File: config.mk
export PLATFORM = sky130hd
export DESIGN_NAME = udma_mapper
export DESIGN_NICKNAME = d
export VERILOG_FILES = /design/src/rtl/udma_pkg.sv /design/src/rtl/udma_map_ram.sv /design/src/rtl/udma_lane.sv /design/src/rtl/udma_xfer_ctl.sv /design/src/rtl/udma_mapper.sv
export SDC_FILE = /design/constraint.sdc
export NUM_CORES = 1
export LEC_CHECK = 0
export ABC_AREA = 1
export BUFFER_PORTS_ARGS = -buffer_cell sky130_fd_sc_hd__buf_2
export CORE_UTILIZATION = 45
export CTS_CLUSTER_SIZE = 10
export DETAILED_ROUTE_END_ITERATION = 6
export PLACE_DENSITY = 0.64
export SLEW_MARGIN = 20
export SYNTH_ARGS = -nofsm -noshare
export SYNTH_HDL_FRONTEND = slang
export SYNTH_SLANG_ARGS = --single-unit
File: constraint.sdc
create_clock -name clk -period 2.9 [get_ports clk]
set_input_delay 0.58 -clock clk [delete_from_list [all_inputs] [get_ports clk]]
set_output_delay 0.58 -clock clk [all_outputs]
set_load 0.005 [all_outputs]
File: src/rtl/udma_pkg.sv
package udma_pkg;

  localparam int WORD_W = 36;
  localparam int HALF_W = 16;
  localparam int BYTE_W = 8;

  typedef enum logic [2:0] {
    ST_IDLE,
    ST_MAP,
    ST_CHK,
    ST_MRD,
    ST_MWT,
    ST_RD,
    ST_WR
  } xfer_state_e;

  // Bit position of the selected lane inside the 36-bit word.
  function automatic logic [5:0] lane_shift(input logic is_byte, input logic [1:0] lo);
    logic [5:0] sh;
    if (is_byte) begin
      case (lo)
        2'd0:    sh = 6'd18;
        2'd1:    sh = 6'd26;
        2'd2:    sh = 6'd0;
        default: sh = 6'd8;
      endcase
    end else begin
      sh = lo[1] ? 6'd0 : 6'd18;
    end
    return sh;
  endfunction

endpackage

File: src/rtl/udma_map_ram.sv
module udma_map_ram #(
  parameter int MAP_DEPTH = 48,
  parameter int PPN_W     = 11,
  localparam int IDX_W    = $clog2(MAP_DEPTH)
) (
  input  logic             clk,
  input  logic             rst,
  input  logic             we,
  input  logic [IDX_W-1:0] widx,
  input  logic             wvalid,
  input  logic [PPN_W-1:0] wpage,
  input  logic [IDX_W-1:0] raddr,
  output logic             rvalid,
  output logic [PPN_W-1:0] rpage
);

  localparam logic [IDX_W:0] DEPTH_LIM = (IDX_W+1)'(MAP_DEPTH);

  logic [PPN_W-1:0]     page_mem [MAP_DEPTH];
  logic [MAP_DEPTH-1:0] vld_q;
  logic                 wr_ok;

  assign wr_ok = we && ({1'b0, widx} < DEPTH_LIM);

  // Page numbers: plain RAM, no reset, registered read port.
  always_ff @(posedge clk) begin
    if (wr_ok) page_mem[widx] <= wpage;
    rpage <= page_mem[raddr];
  end

  // Valid flags live in flops so that reset can clear all of them.
  always_ff @(posedge clk) begin
    if (rst) begin
      vld_q  <= '0;
      rvalid <= 1'b0;
    end else begin
      if (wr_ok) vld_q[widx] <= wvalid;
      rvalid <= vld_q[raddr];
    end
  end

  AST_MAP_OOR_IGNORED: assert property (@(posedge clk) disable iff (rst)
    (we && !wr_ok) |=> $stable(vld_q));

  AST_MAP_FLAG_LOADED: assert property (@(posedge clk) disable iff (rst)
    wr_ok |=> (vld_q[$past(widx)] == $past(wvalid)));

endmodule

File: src/rtl/udma_lane.sv
module udma_lane
  import udma_pkg::*;
(
  input  logic [WORD_W-1:0] word_in,
  input  logic [1:0]        addr_lo,
  input  logic              is_byte,
  input  logic [HALF_W-1:0] wdata,
  output logic [HALF_W-1:0] rdata,
  output logic [WORD_W-1:0] merged
);

  logic [5:0]        sh;
  logic [WORD_W-1:0] width_mask;
  logic [WORD_W-1:0] lane_mask;
  logic [WORD_W-1:0] wide_w;

  always_comb begin
    sh         = lane_shift(is_byte, addr_lo);
    width_mask = is_byte ? WORD_W'({BYTE_W{1'b1}}) : WORD_W'({HALF_W{1'b1}});
    lane_mask  = width_mask << sh;
    rdata      = HALF_W'((word_in >> sh) & width_mask);
    wide_w     = (WORD_W'(wdata) & width_mask) << sh;
    merged     = (word_in & ~lane_mask) | wide_w;
  end

endmodule

File: src/rtl/udma_xfer_ctl.sv
module udma_xfer_ctl
  import udma_pkg::*;
#(
  parameter int UADDR_W   = 18,
  parameter int OFF_W     = 9,
  parameter int PPN_W     = 11,
  parameter int MAP_DEPTH = 48,
  localparam int IDX_W    = $clog2(MAP_DEPTH),
  localparam int VPN_W    = UADDR_W - 2 - OFF_W,
  localparam int PA_W     = PPN_W + OFF_W
) (
  input  logic               clk,
  input  logic               rst,
  input  logic               cmd_valid,
  output logic               cmd_ready,
  input  logic [UADDR_W-1:0] cmd_addr,
  input  logic [UADDR_W-1:0] cmd_count,
  input  logic               cmd_byte,
  input  logic               cmd_write,
  input  logic               wr_valid,
  output logic               wr_ready,
  input  logic [HALF_W-1:0]  wr_data,
  output logic               rd_valid,
  input  logic               rd_ready,
  output logic [HALF_W-1:0]  rd_data,
  output logic               done_valid,
  output logic [UADDR_W-1:0] done_left,
  output logic               tmo,
  input  logic               tmo_clr,
  output logic [IDX_W-1:0]   map_raddr,
  input  logic               map_rvalid,
  input  logic [PPN_W-1:0]   map_rpage,
  output logic               mem_req,
  output logic               mem_we,
  output logic [PA_W-1:0]    mem_addr,
  output logic [WORD_W-1:0]  mem_wdata,
  input  logic [WORD_W-1:0]  mem_rdata,
  input  logic               mem_nxm
);

  localparam logic [VPN_W:0] DEPTH_LIM = (VPN_W+1)'(MAP_DEPTH);

  xfer_state_e        state_q;
  logic [UADDR_W-1:0] addr_q, left_q, done_left_q;
  logic               byte_q, write_q, done_q, tmo_q;
  logic [WORD_W-1:0]  word_q;
  logic               mem_req_q, mem_we_q;
  logic [PA_W-1:0]    mem_addr_q;
  logic [WORD_W-1:0]  mem_wdata_q;

  logic [UADDR_W-3:0] widx;
  logic [VPN_W-1:0]   vpn;
  logic [OFF_W-1:0]   woff;
  logic               in_range, reject, fail, adv;
  logic [UADDR_W-1:0] step, left_nxt, cmd_left;
  logic [HALF_W-1:0]  lane_rdata;
  logic [WORD_W-1:0]  lane_merged;

  // Address decomposition of the current element.
  always_comb begin
    widx      = addr_q[UADDR_W-1:2];
    vpn       = widx[UADDR_W-3:OFF_W];
    woff      = widx[OFF_W-1:0];
    in_range  = ({1'b0, vpn} < DEPTH_LIM);
    map_raddr = in_range ? IDX_W'(vpn) : '0;
    reject    = !in_range || addr_q[UADDR_W-1] || !map_rvalid;
    step      = byte_q ? UADDR_W'(1) : UADDR_W'(2);
    left_nxt  = left_q - step;
    cmd_left  = cmd_byte ? cmd_count : {cmd_count[UADDR_W-1:1], 1'b0};
    fail      = ((state_q == ST_CHK) && reject) || ((state_q == ST_MWT) && mem_nxm);
    adv       = ((state_q == ST_RD) && rd_ready) || ((state_q == ST_WR) && wr_valid);
  end

  udma_lane u_lane (
    .word_in (word_q),
    .addr_lo (addr_q[1:0]),
    .is_byte (byte_q),
    .wdata   (wr_data),
    .rdata   (lane_rdata),
    .merged  (lane_merged)
  );

  always_ff @(posedge clk) begin
    if (rst) begin
      state_q     <= ST_IDLE;
      addr_q      <= '0;
      left_q      <= '0;
      byte_q      <= 1'b0;
      write_q     <= 1'b0;
      word_q      <= '0;
      done_q      <= 1'b0;
      done_left_q <= '0;
      tmo_q       <= 1'b0;
      mem_req_q   <= 1'b0;
      mem_we_q    <= 1'b0;
      mem_addr_q  <= '0;
      mem_wdata_q <= '0;
    end else begin
      done_q    <= 1'b0;
      mem_req_q <= 1'b0;
      mem_we_q  <= 1'b0;
      if (tmo_clr) tmo_q <= 1'b0;

      case (state_q)
        ST_IDLE: begin
          if (cmd_valid && cmd_ready) begin
            addr_q  <= cmd_byte ? cmd_addr : {cmd_addr[UADDR_W-1:1], 1'b0};
            left_q  <= cmd_left;
            byte_q  <= cmd_byte;
            write_q <= cmd_write;
            if (cmd_left == '0) begin
              done_q      <= 1'b1;
              done_left_q <= '0;
            end else begin
              state_q <= ST_MAP;
            end
          end
        end
        ST_MAP: state_q <= ST_CHK;
        ST_CHK: begin
          if (!reject) begin
            mem_req_q  <= 1'b1;
            mem_addr_q <= {map_rpage, woff};
            state_q    <= ST_MRD;
          end
        end
        ST_MRD: state_q <= ST_MWT;
        ST_MWT: begin
          if (!mem_nxm) begin
            word_q  <= mem_rdata;
            state_q <= write_q ? ST_WR : ST_RD;
          end
        end
        ST_WR: begin
          if (wr_valid) begin
            mem_req_q   <= 1'b1;
            mem_we_q    <= 1'b1;
            mem_wdata_q <= lane_merged;
          end
        end
        default: ;
      endcase

      if (fail) begin
        tmo_q       <= 1'b1;
        done_q      <= 1'b1;
        done_left_q <= left_q;
        state_q     <= ST_IDLE;
      end

      if (adv) begin
        addr_q <= addr_q + step;
        left_q <= left_nxt;
        if (left_nxt == '0) begin
          done_q      <= 1'b1;
          done_left_q <= '0;
          state_q     <= ST_IDLE;
        end else begin
          state_q <= ST_MAP;
        end
      end
    end
  end

  assign cmd_ready  = (state_q == ST_IDLE) && !done_q;
  assign rd_valid   = (state_q == ST_RD);
  assign wr_ready   = (state_q == ST_WR);
  assign rd_data    = lane_rdata;
  assign done_valid = done_q;
  assign done_left  = done_left_q;
  assign tmo        = tmo_q;
  assign mem_req    = mem_req_q;
  assign mem_we     = mem_we_q;
  assign mem_addr   = mem_addr_q;
  assign mem_wdata  = mem_wdata_q;

  AST_DONE_ONE_CYCLE: assert property (@(posedge clk) disable iff (rst)
    done_valid |=> !done_valid);

  AST_BUSY_AFTER_CMD: assert property (@(posedge clk) disable iff (rst)
    (cmd_valid && cmd_ready) |=> !cmd_ready);

  AST_RD_WR_EXCL: assert property (@(posedge clk) disable iff (rst)
    !(rd_valid && wr_ready));

  AST_TMO_STICKY: assert property (@(posedge clk) disable iff (rst)
    (tmo && !tmo_clr) |=> tmo);

  AST_TMO_MEANS_ABORT: assert property (@(posedge clk) disable iff (rst)
    $rose(tmo) |-> (done_valid && (done_left != '0)));

  AST_NO_MEM_ON_ABORT: assert property (@(posedge clk) disable iff (rst)
    (done_valid && (done_left != '0)) |-> !mem_req);

  AST_WORD_LEFT_EVEN: assert property (@(posedge clk) disable iff (rst)
    (done_valid && !byte_q) |-> !done_left[0]);

endmodule

File: src/rtl/udma_mapper.sv
module udma_mapper
  import udma_pkg::*;
#(
  parameter int UADDR_W   = 18,
  parameter int OFF_W     = 9,
  parameter int PPN_W     = 11,
  parameter int MAP_DEPTH = 48,
  localparam int IDX_W    = $clog2(MAP_DEPTH),
  localparam int PA_W     = PPN_W + OFF_W
) (
  input  logic               clk,
  input  logic               rst,
  input  logic               map_we,
  input  logic [IDX_W-1:0]   map_idx,
  input  logic               map_wvalid,
  input  logic [PPN_W-1:0]   map_page,
  input  logic               cmd_valid,
  output logic               cmd_ready,
  input  logic [UADDR_W-1:0] cmd_addr,
  input  logic [UADDR_W-1:0] cmd_count,
  input  logic               cmd_byte,
  input  logic               cmd_write,
  input  logic               wr_valid,
  output logic               wr_ready,
  input  logic [HALF_W-1:0]  wr_data,
  output logic               rd_valid,
  input  logic               rd_ready,
  output logic [HALF_W-1:0]  rd_data,
  output logic               done_valid,
  output logic [UADDR_W-1:0] done_left,
  output logic               tmo,
  input  logic               tmo_clr,
  output logic               mem_req,
  output logic               mem_we,
  output logic [PA_W-1:0]    mem_addr,
  output logic [WORD_W-1:0]  mem_wdata,
  input  logic [WORD_W-1:0]  mem_rdata,
  input  logic               mem_nxm
);

  logic [IDX_W-1:0] map_raddr;
  logic             map_rvalid;
  logic [PPN_W-1:0] map_rpage;

  udma_map_ram #(
    .MAP_DEPTH (MAP_DEPTH),
    .PPN_W     (PPN_W)
  ) u_map (
    .clk    (clk),
    .rst    (rst),
    .we     (map_we),
    .widx   (map_idx),
    .wvalid (map_wvalid),
    .wpage  (map_page),
    .raddr  (map_raddr),
    .rvalid (map_rvalid),
    .rpage  (map_rpage)
  );

  udma_xfer_ctl #(
    .UADDR_W   (UADDR_W),
    .OFF_W     (OFF_W),
    .PPN_W     (PPN_W),
    .MAP_DEPTH (MAP_DEPTH)
  ) u_xfer (
    .clk        (clk),
    .rst        (rst),
    .cmd_valid  (cmd_valid),
    .cmd_ready  (cmd_ready),
    .cmd_addr   (cmd_addr),
    .cmd_count  (cmd_count),
    .cmd_byte   (cmd_byte),
    .cmd_write  (cmd_write),
    .wr_valid   (wr_valid),
    .wr_ready   (wr_ready),
    .wr_data    (wr_data),
    .rd_valid   (rd_valid),
    .rd_ready   (rd_ready),
    .rd_data    (rd_data),
    .done_valid (done_valid),
    .done_left  (done_left),
    .tmo        (tmo),
    .tmo_clr    (tmo_clr),
    .map_raddr  (map_raddr),
    .map_rvalid (map_rvalid),
    .map_rpage  (map_rpage),
    .mem_req    (mem_req),
    .mem_we     (mem_we),
    .mem_addr   (mem_addr),
    .mem_wdata  (mem_wdata),
    .mem_rdata  (mem_rdata),
    .mem_nxm    (mem_nxm)
  );

endmodule

== After elaboration in Yosys (flattened, before gate mapping) ==
Memory sizes are Yosys's and may differ from the RTL's. A register that Yosys moved wholly into a read port is not among the register bits.
Cells that the tools add are included.
Word-level totals
  register bits after elaboration: 204
  memory bits (writable): 528
  memories: 1
  output and inout bits: 97
Cells by class
  magnitude comparators: 5
  $add $sub $neg: 2
  muxes and demuxes: 47
  eq/ne operators: 12
  shift-type cells: 3
  bitwise operators: 8
  reductions and logical operators: 30
Memories
  u_map.page_mem: depth 48, bits a word 11, read ports 1, clocked after Yosys merged registers in 1, write ports 1, line udma_map_ram.sv:19  | logic [PPN_W-1:0] page_mem [MAP_DEPTH];
Operators by type and width (number)
  2-to-1 mux 18 bit: 12
  left shift 16 x 6 -> 36 bit: 2
  bitwise mux 48 bit: 1
  bitwise AND 36 bit: 1
  logical NOT 18 bit: 2
  inverter 36 bit: 1
  bitwise OR 36 bit: 1
  >> shifter 36 x 6 -> 16 bit: 1
  bitwise AND 16 bit: 2
  adder 18 bit: 1
  2-to-1 mux 3 bit: 6
  subtractor 18 bit: 1
  2-to-1 mux 1 bit: 17
  2-to-1 mux 16 bit: 1
  one-hot mux 3 bit (5 select lines): 1
  one-hot mux 5 bit (3 select lines): 1
  < comparator 6 x 7 -> 1 bit, second input constant: 2
  2-to-1 mux 6 bit: 2
  AND reduction 2 bit: 5
  equality test 3 bit, second input constant: 3
  logical AND 1 bit: 8
  inequality test 4 x 2 -> 1 bit, second input constant: 2
  < comparator 7 x 6 -> 1 bit, second input constant: 1
  nonzero test 7 bit: 1
  other kinds (21): 32

== Longest topological paths before layout ==
  word-level depth: 9
  depth in mapped cells: 17

== Hierarchy ==
Synthesis repeated with hierarchy kept, for this count alone.
Unflattened totals
  cell total of the unflattened synthesis: 3320
  area total of the unflattened synthesis: 31799.2 um^2
Modules (own cells, without submodules)
  udma_map_ram: sequential area each 17056.4 um^2, cells an instance 2119, instances 1, area each 23837.9 um^2
  udma_xfer_ctl: sequential area each 3103.0 um^2, cells an instance 959, instances 1, area each 6851.6 um^2
  udma_lane: sequential area each 0.0 um^2, cells an instance 242, instances 1, area each 1109.8 um^2

== Least setup slack after synthesis ==
No wires, ideal clock.
  kind: register to register
  start point: register u_xfer.byte_q
  end point: register u_xfer.done_left_q[10], in the netlist u_xfer.done_left[10]
  arrival: 2.279 ns
  slack: 0.511 ns
  stages on the path, launching flop included: 17
  setup time: 0.110 ns
  path buffers: 1
  path through: dfxtp_1 ha_1 inv_1 fa_1 nor2_4 nand2_4 nor2_4 nand2_1 nand2_1 nand2_1 nor2_2 nand2_1 nor2_2 nand4_2 nand2_4 buf_12 nor2_2
Between the ends
  word-level cells in the longest chain between the ends: 5
Ends and longest elaborated chain
  start: declaration: line udma_xfer_ctl.sv:45  | logic byte_q, write_q, done_q, tmo_q;
  start signal: assignment: line udma_xfer_ctl.sv:109  | byte_q <= cmd_byte;
  2-to-1 mux 2 bit: line udma_xfer_ctl.sv:67  | step = byte_q ? UADDR_W'(1) : UADDR_W'(2);
  subtractor 18 bit: line udma_xfer_ctl.sv:68  | left_nxt = left_q - step;
  logical NOT 18 bit: line udma_xfer_ctl.sv:154  | if (left_nxt == '0) begin
  2-to-1 mux 18 bit: line udma_xfer_ctl.sv:154
  2-to-1 mux 18 bit: line udma_xfer_ctl.sv:151  | if (adv) begin
  end signal: assignment: line udma_xfer_ctl.sv:147  | done_left_q <= left_q;
  end: declaration: line udma_xfer_ctl.sv:44  | logic [UADDR_W-1:0] addr_q, left_q, done_left_q;
No other way between the ends.
A chain may end at the register's enable or synchronous reset.

== Worst setup path in the final report ==
  start point: register u_xfer.byte_q
  end point: output rd_data[3]
Between the ends
  word-level cells in the longest chain between the ends: 3
Ends and longest elaborated chain
  2-to-1 mux 6 bit: line udma_pkg.sv:20  | if (is_byte) begin
  >> shifter 36 x 6 -> 16 bit: line udma_lane.sv:21  | rdata = HALF_W'((word_in >> sh) & width_mask);
  bitwise AND 16 bit: line udma_lane.sv:21
  end: declaration: line udma_mapper.sv:28  | output logic [HALF_W-1:0] rd_data,
No other way between the ends.

==> reports/qor.yml <==
clkTransAtPathRegs_ps: 50
hold_viol: 0
synth.area.top_cells: "edfxtp_1, dfxtp_1, o21ai_0"
die-width_um: 268
power_frac_comb_pct: 22.6
end_kind: "output port"
cts_tree: "yes"
dpl.hpwl_um: 60000
synth_top_area_share_pct: 49.9
fin_crit_ps: 2790
htree_num_levels: 3
crit_required_ps: 2320
antenna_found_initial: 0
antenna_left: 0
vdd_drop_max_mv: 0.517
drc: 0
synth_largest_area_cell: "edfxtp_1"
num_vias: 24676
synth_edf_count: 528
ys_types: 46
port_buffers: 212
postLayoutCoreUtil_pct: 52.7
synth_cells: 3078
drv_cap: 0
track_usage_pct: 26.0
routed_via_density: 5.73
path_max_fanout: 18
max_stage_delay_ps: 330
rsz0062_at_grt: "no"
grt_pass1_wl_um: 142000
cts.sinks: 743
cp_slowest_cell: "dfxtp_1"
die_height_um: 268
power.leakage_uw: 0.0132
crit_family: "buffers and inverters"
p_clk_share_pct: 34.7
fp.dieArea_um2: 71700
switching_power_uw: 8910
max_freq_mhz: 359
num_rows: 97
grt-ovfl-total: 0
syn_area_per_cell_um2: 10.3
arrival_ps: 2210
design_area_um2: 36800
cpMostUsedCell: "buf_8"
fin_crit_sh_pct: 96.1
synth-main-ff-cell: "edfxtp_1"
num-nets-final: 3426
drtIter0Drc: 2899
n_antenna_cell: 0
path_buf_inv: 4
wire_per_inst_um: 21.9
whs_ps: 198
ys_async_sr_fraction_pct: 0
gp_congestion: 0.950
synth_fp_nets: 3201
p_seq_share_pct: 42.7
slew_violations: 0
clk_path_buf_depth: 3
insertion_delay_ps: 650
drive_gt1_share_pct: 19.2
powerDensity_nw_per_um2: 766
root_buffer: "clkbuf_16"
cts_hold_buf: 0
startpoint_type: "flop"
dr.pass1.iters: 5
critPathKind: "flop to output port"
tns_ps: 0
status: "completed"
grt_max_degree: 149
cts_buffers: 85
start_util_pct: 45.5
yosys-top-cells-count: "edfxtp_1, nand2_1, nor2_1"
p_int_uw: 19300
wl_um: 94500
finalSetupViolations: 0
path_cells: "buf_8, nand2_2, buf_8, nor2_1, buf_4, a22oi_1, o221ai_1, buf_2"
yosysMostFrequentCell: "edfxtp_1"
core-area_um2: 69900
slew_headroom_pct: 29.9
placed_area_um2: 34300
ys_seq_elements: 743
tightest_slew_ps: 1050
holdCritPathClass: "input port to flop"
power_uw: 28200
fin_skew_ps: 29.8
io_pins: 213
syn_to_final_growth_pct: 15.9
grt_pass1_vias: 23605
seq_area_frac_synth_pct: 63.4
sw_frac_of_total_pct: 31.6
synth_warnings: 0
syn-cell-area_um2: 31800
## power groups by stage
stage / Clock [uW] / Combinational (uW) / Sequential (uW)
finish: 9800 / 6370 / 12000
global route: 10400 / 6960 / 12100
CTS: 9950 / 6280 / 12000
detailed placement: 0 / 6250 / 12200
global placement: 0 / 6170 / 12200
floorplan: 0 / 4080 / 12100
## layer usage
layer  GRT usage (%)  part of all wire, %  vias to the layer above
li1                -                    -                    11328
met1            36.2                   43                    12000
met2            41.2                   46                     1175
met3            4.26                  8.0                      173
met4            8.88                  3.2                        0
met5               0                    0                        -
## placed cells by master (no fill, tap or decap), types with 6 or more instances in the layout
cell,n
buf_4,106
clkbuf_1,57
nand2_1,366
inv_1,207
nor3_1,67
nor2_1,297
buf_12,15
inv_2,8
xor2_1,10
a21oi_1,139
clkbuf_16,86
o211ai_1,166
nand4_1,12
o21ai_0,277
o221ai_1,56
edfxtp_1,528
nor2_2,19
o21ai_1,6
buf_2,212
or2_2,161
a31oi_1,23
nor2_4,10
dfxtp_1,214
nand3_1,260
## cell families (layout without fill, tap and decap cells)
| logic type | after synthesis | in the layout | synth area share (%) |
|---|---|---|---|
| and+or+nand+nor | 1214 | 1214 | 17.6 |
| buffers and inverters | 416 | 706 | 5.29 |
| adders and majority gates | 7 | 7 | 0.323 |
| xor gates and xnor gates | 12 | 12 | 0.354 |
| AOI/OAI and AO/OA | 686 | 686 | 13.0 |
| DFF | 743 | 743 | 63.4 |
## sequential cells by signal, summed over array words and instances (netlist names)
register,flops
u_map.page_mem,528
u_xfer.left_q,18
u_xfer.done_left,18
u_map.rpage,11
u_xfer.word_q,36
u_xfer.done_valid,1
u_map.rvalid,1
u_xfer.mem_wdata,36
u_xfer.mem_req,1
u_xfer.mem_addr,20
u_xfer.state_q,3
u_xfer.addr_q,18
u_xfer.mem_we,1
u_xfer.tmo,1
u_xfer.write_q,1
u_map.vld_q,48
u_xfer.byte_q,1
## cell type report
type | instances | area [um2]
clock buffers | 145 | 2390
clock inverters | 7 | 101
fillers | 6154 | 33100
inverters | 219 | 832
multi-input cells | 1919 | 9980
flip-flops and latches | 743 | 20200
well taps | 940 | 1180
repair buffers | 335 | 2190
## stage by stage
step                      setup WS, ps  cells
final                              114   4308
after floorplan                    511   3078
after detailed placement           352   4153
after CTS                         7.23   4305
after global routing             0.796   4308
after global placement             350   4153
## repair_timing
| item | CTS | global route |
|---|---|---|
| setup endpoints to repair | 13 | 13 |
| hold endpoints to repair | 0 | 0 |
| setup buffers | 0 | 3 |
| gates cloned | 0 | 0 |
| gates resized for setup | 4 | 8 |
## path summary, 6_finish.rpt
check | to | cells after the start | slack [ps] | startpoint
setup / recovery | rd_data[3] | 8 | 110 | u_xfer.byte_q
hold / removal | u_map.page_mem[43][6] | 1 | 200 | map_page[6]
setup reg to reg | u_xfer.done_left[17] | 15 | 310 | u_xfer.byte_q
hold reg to reg | u_xfer.word_q[34] | 2 | 450 | u_xfer.word_q[34]
No activity file was read; power rests on OpenSTA's default activity.
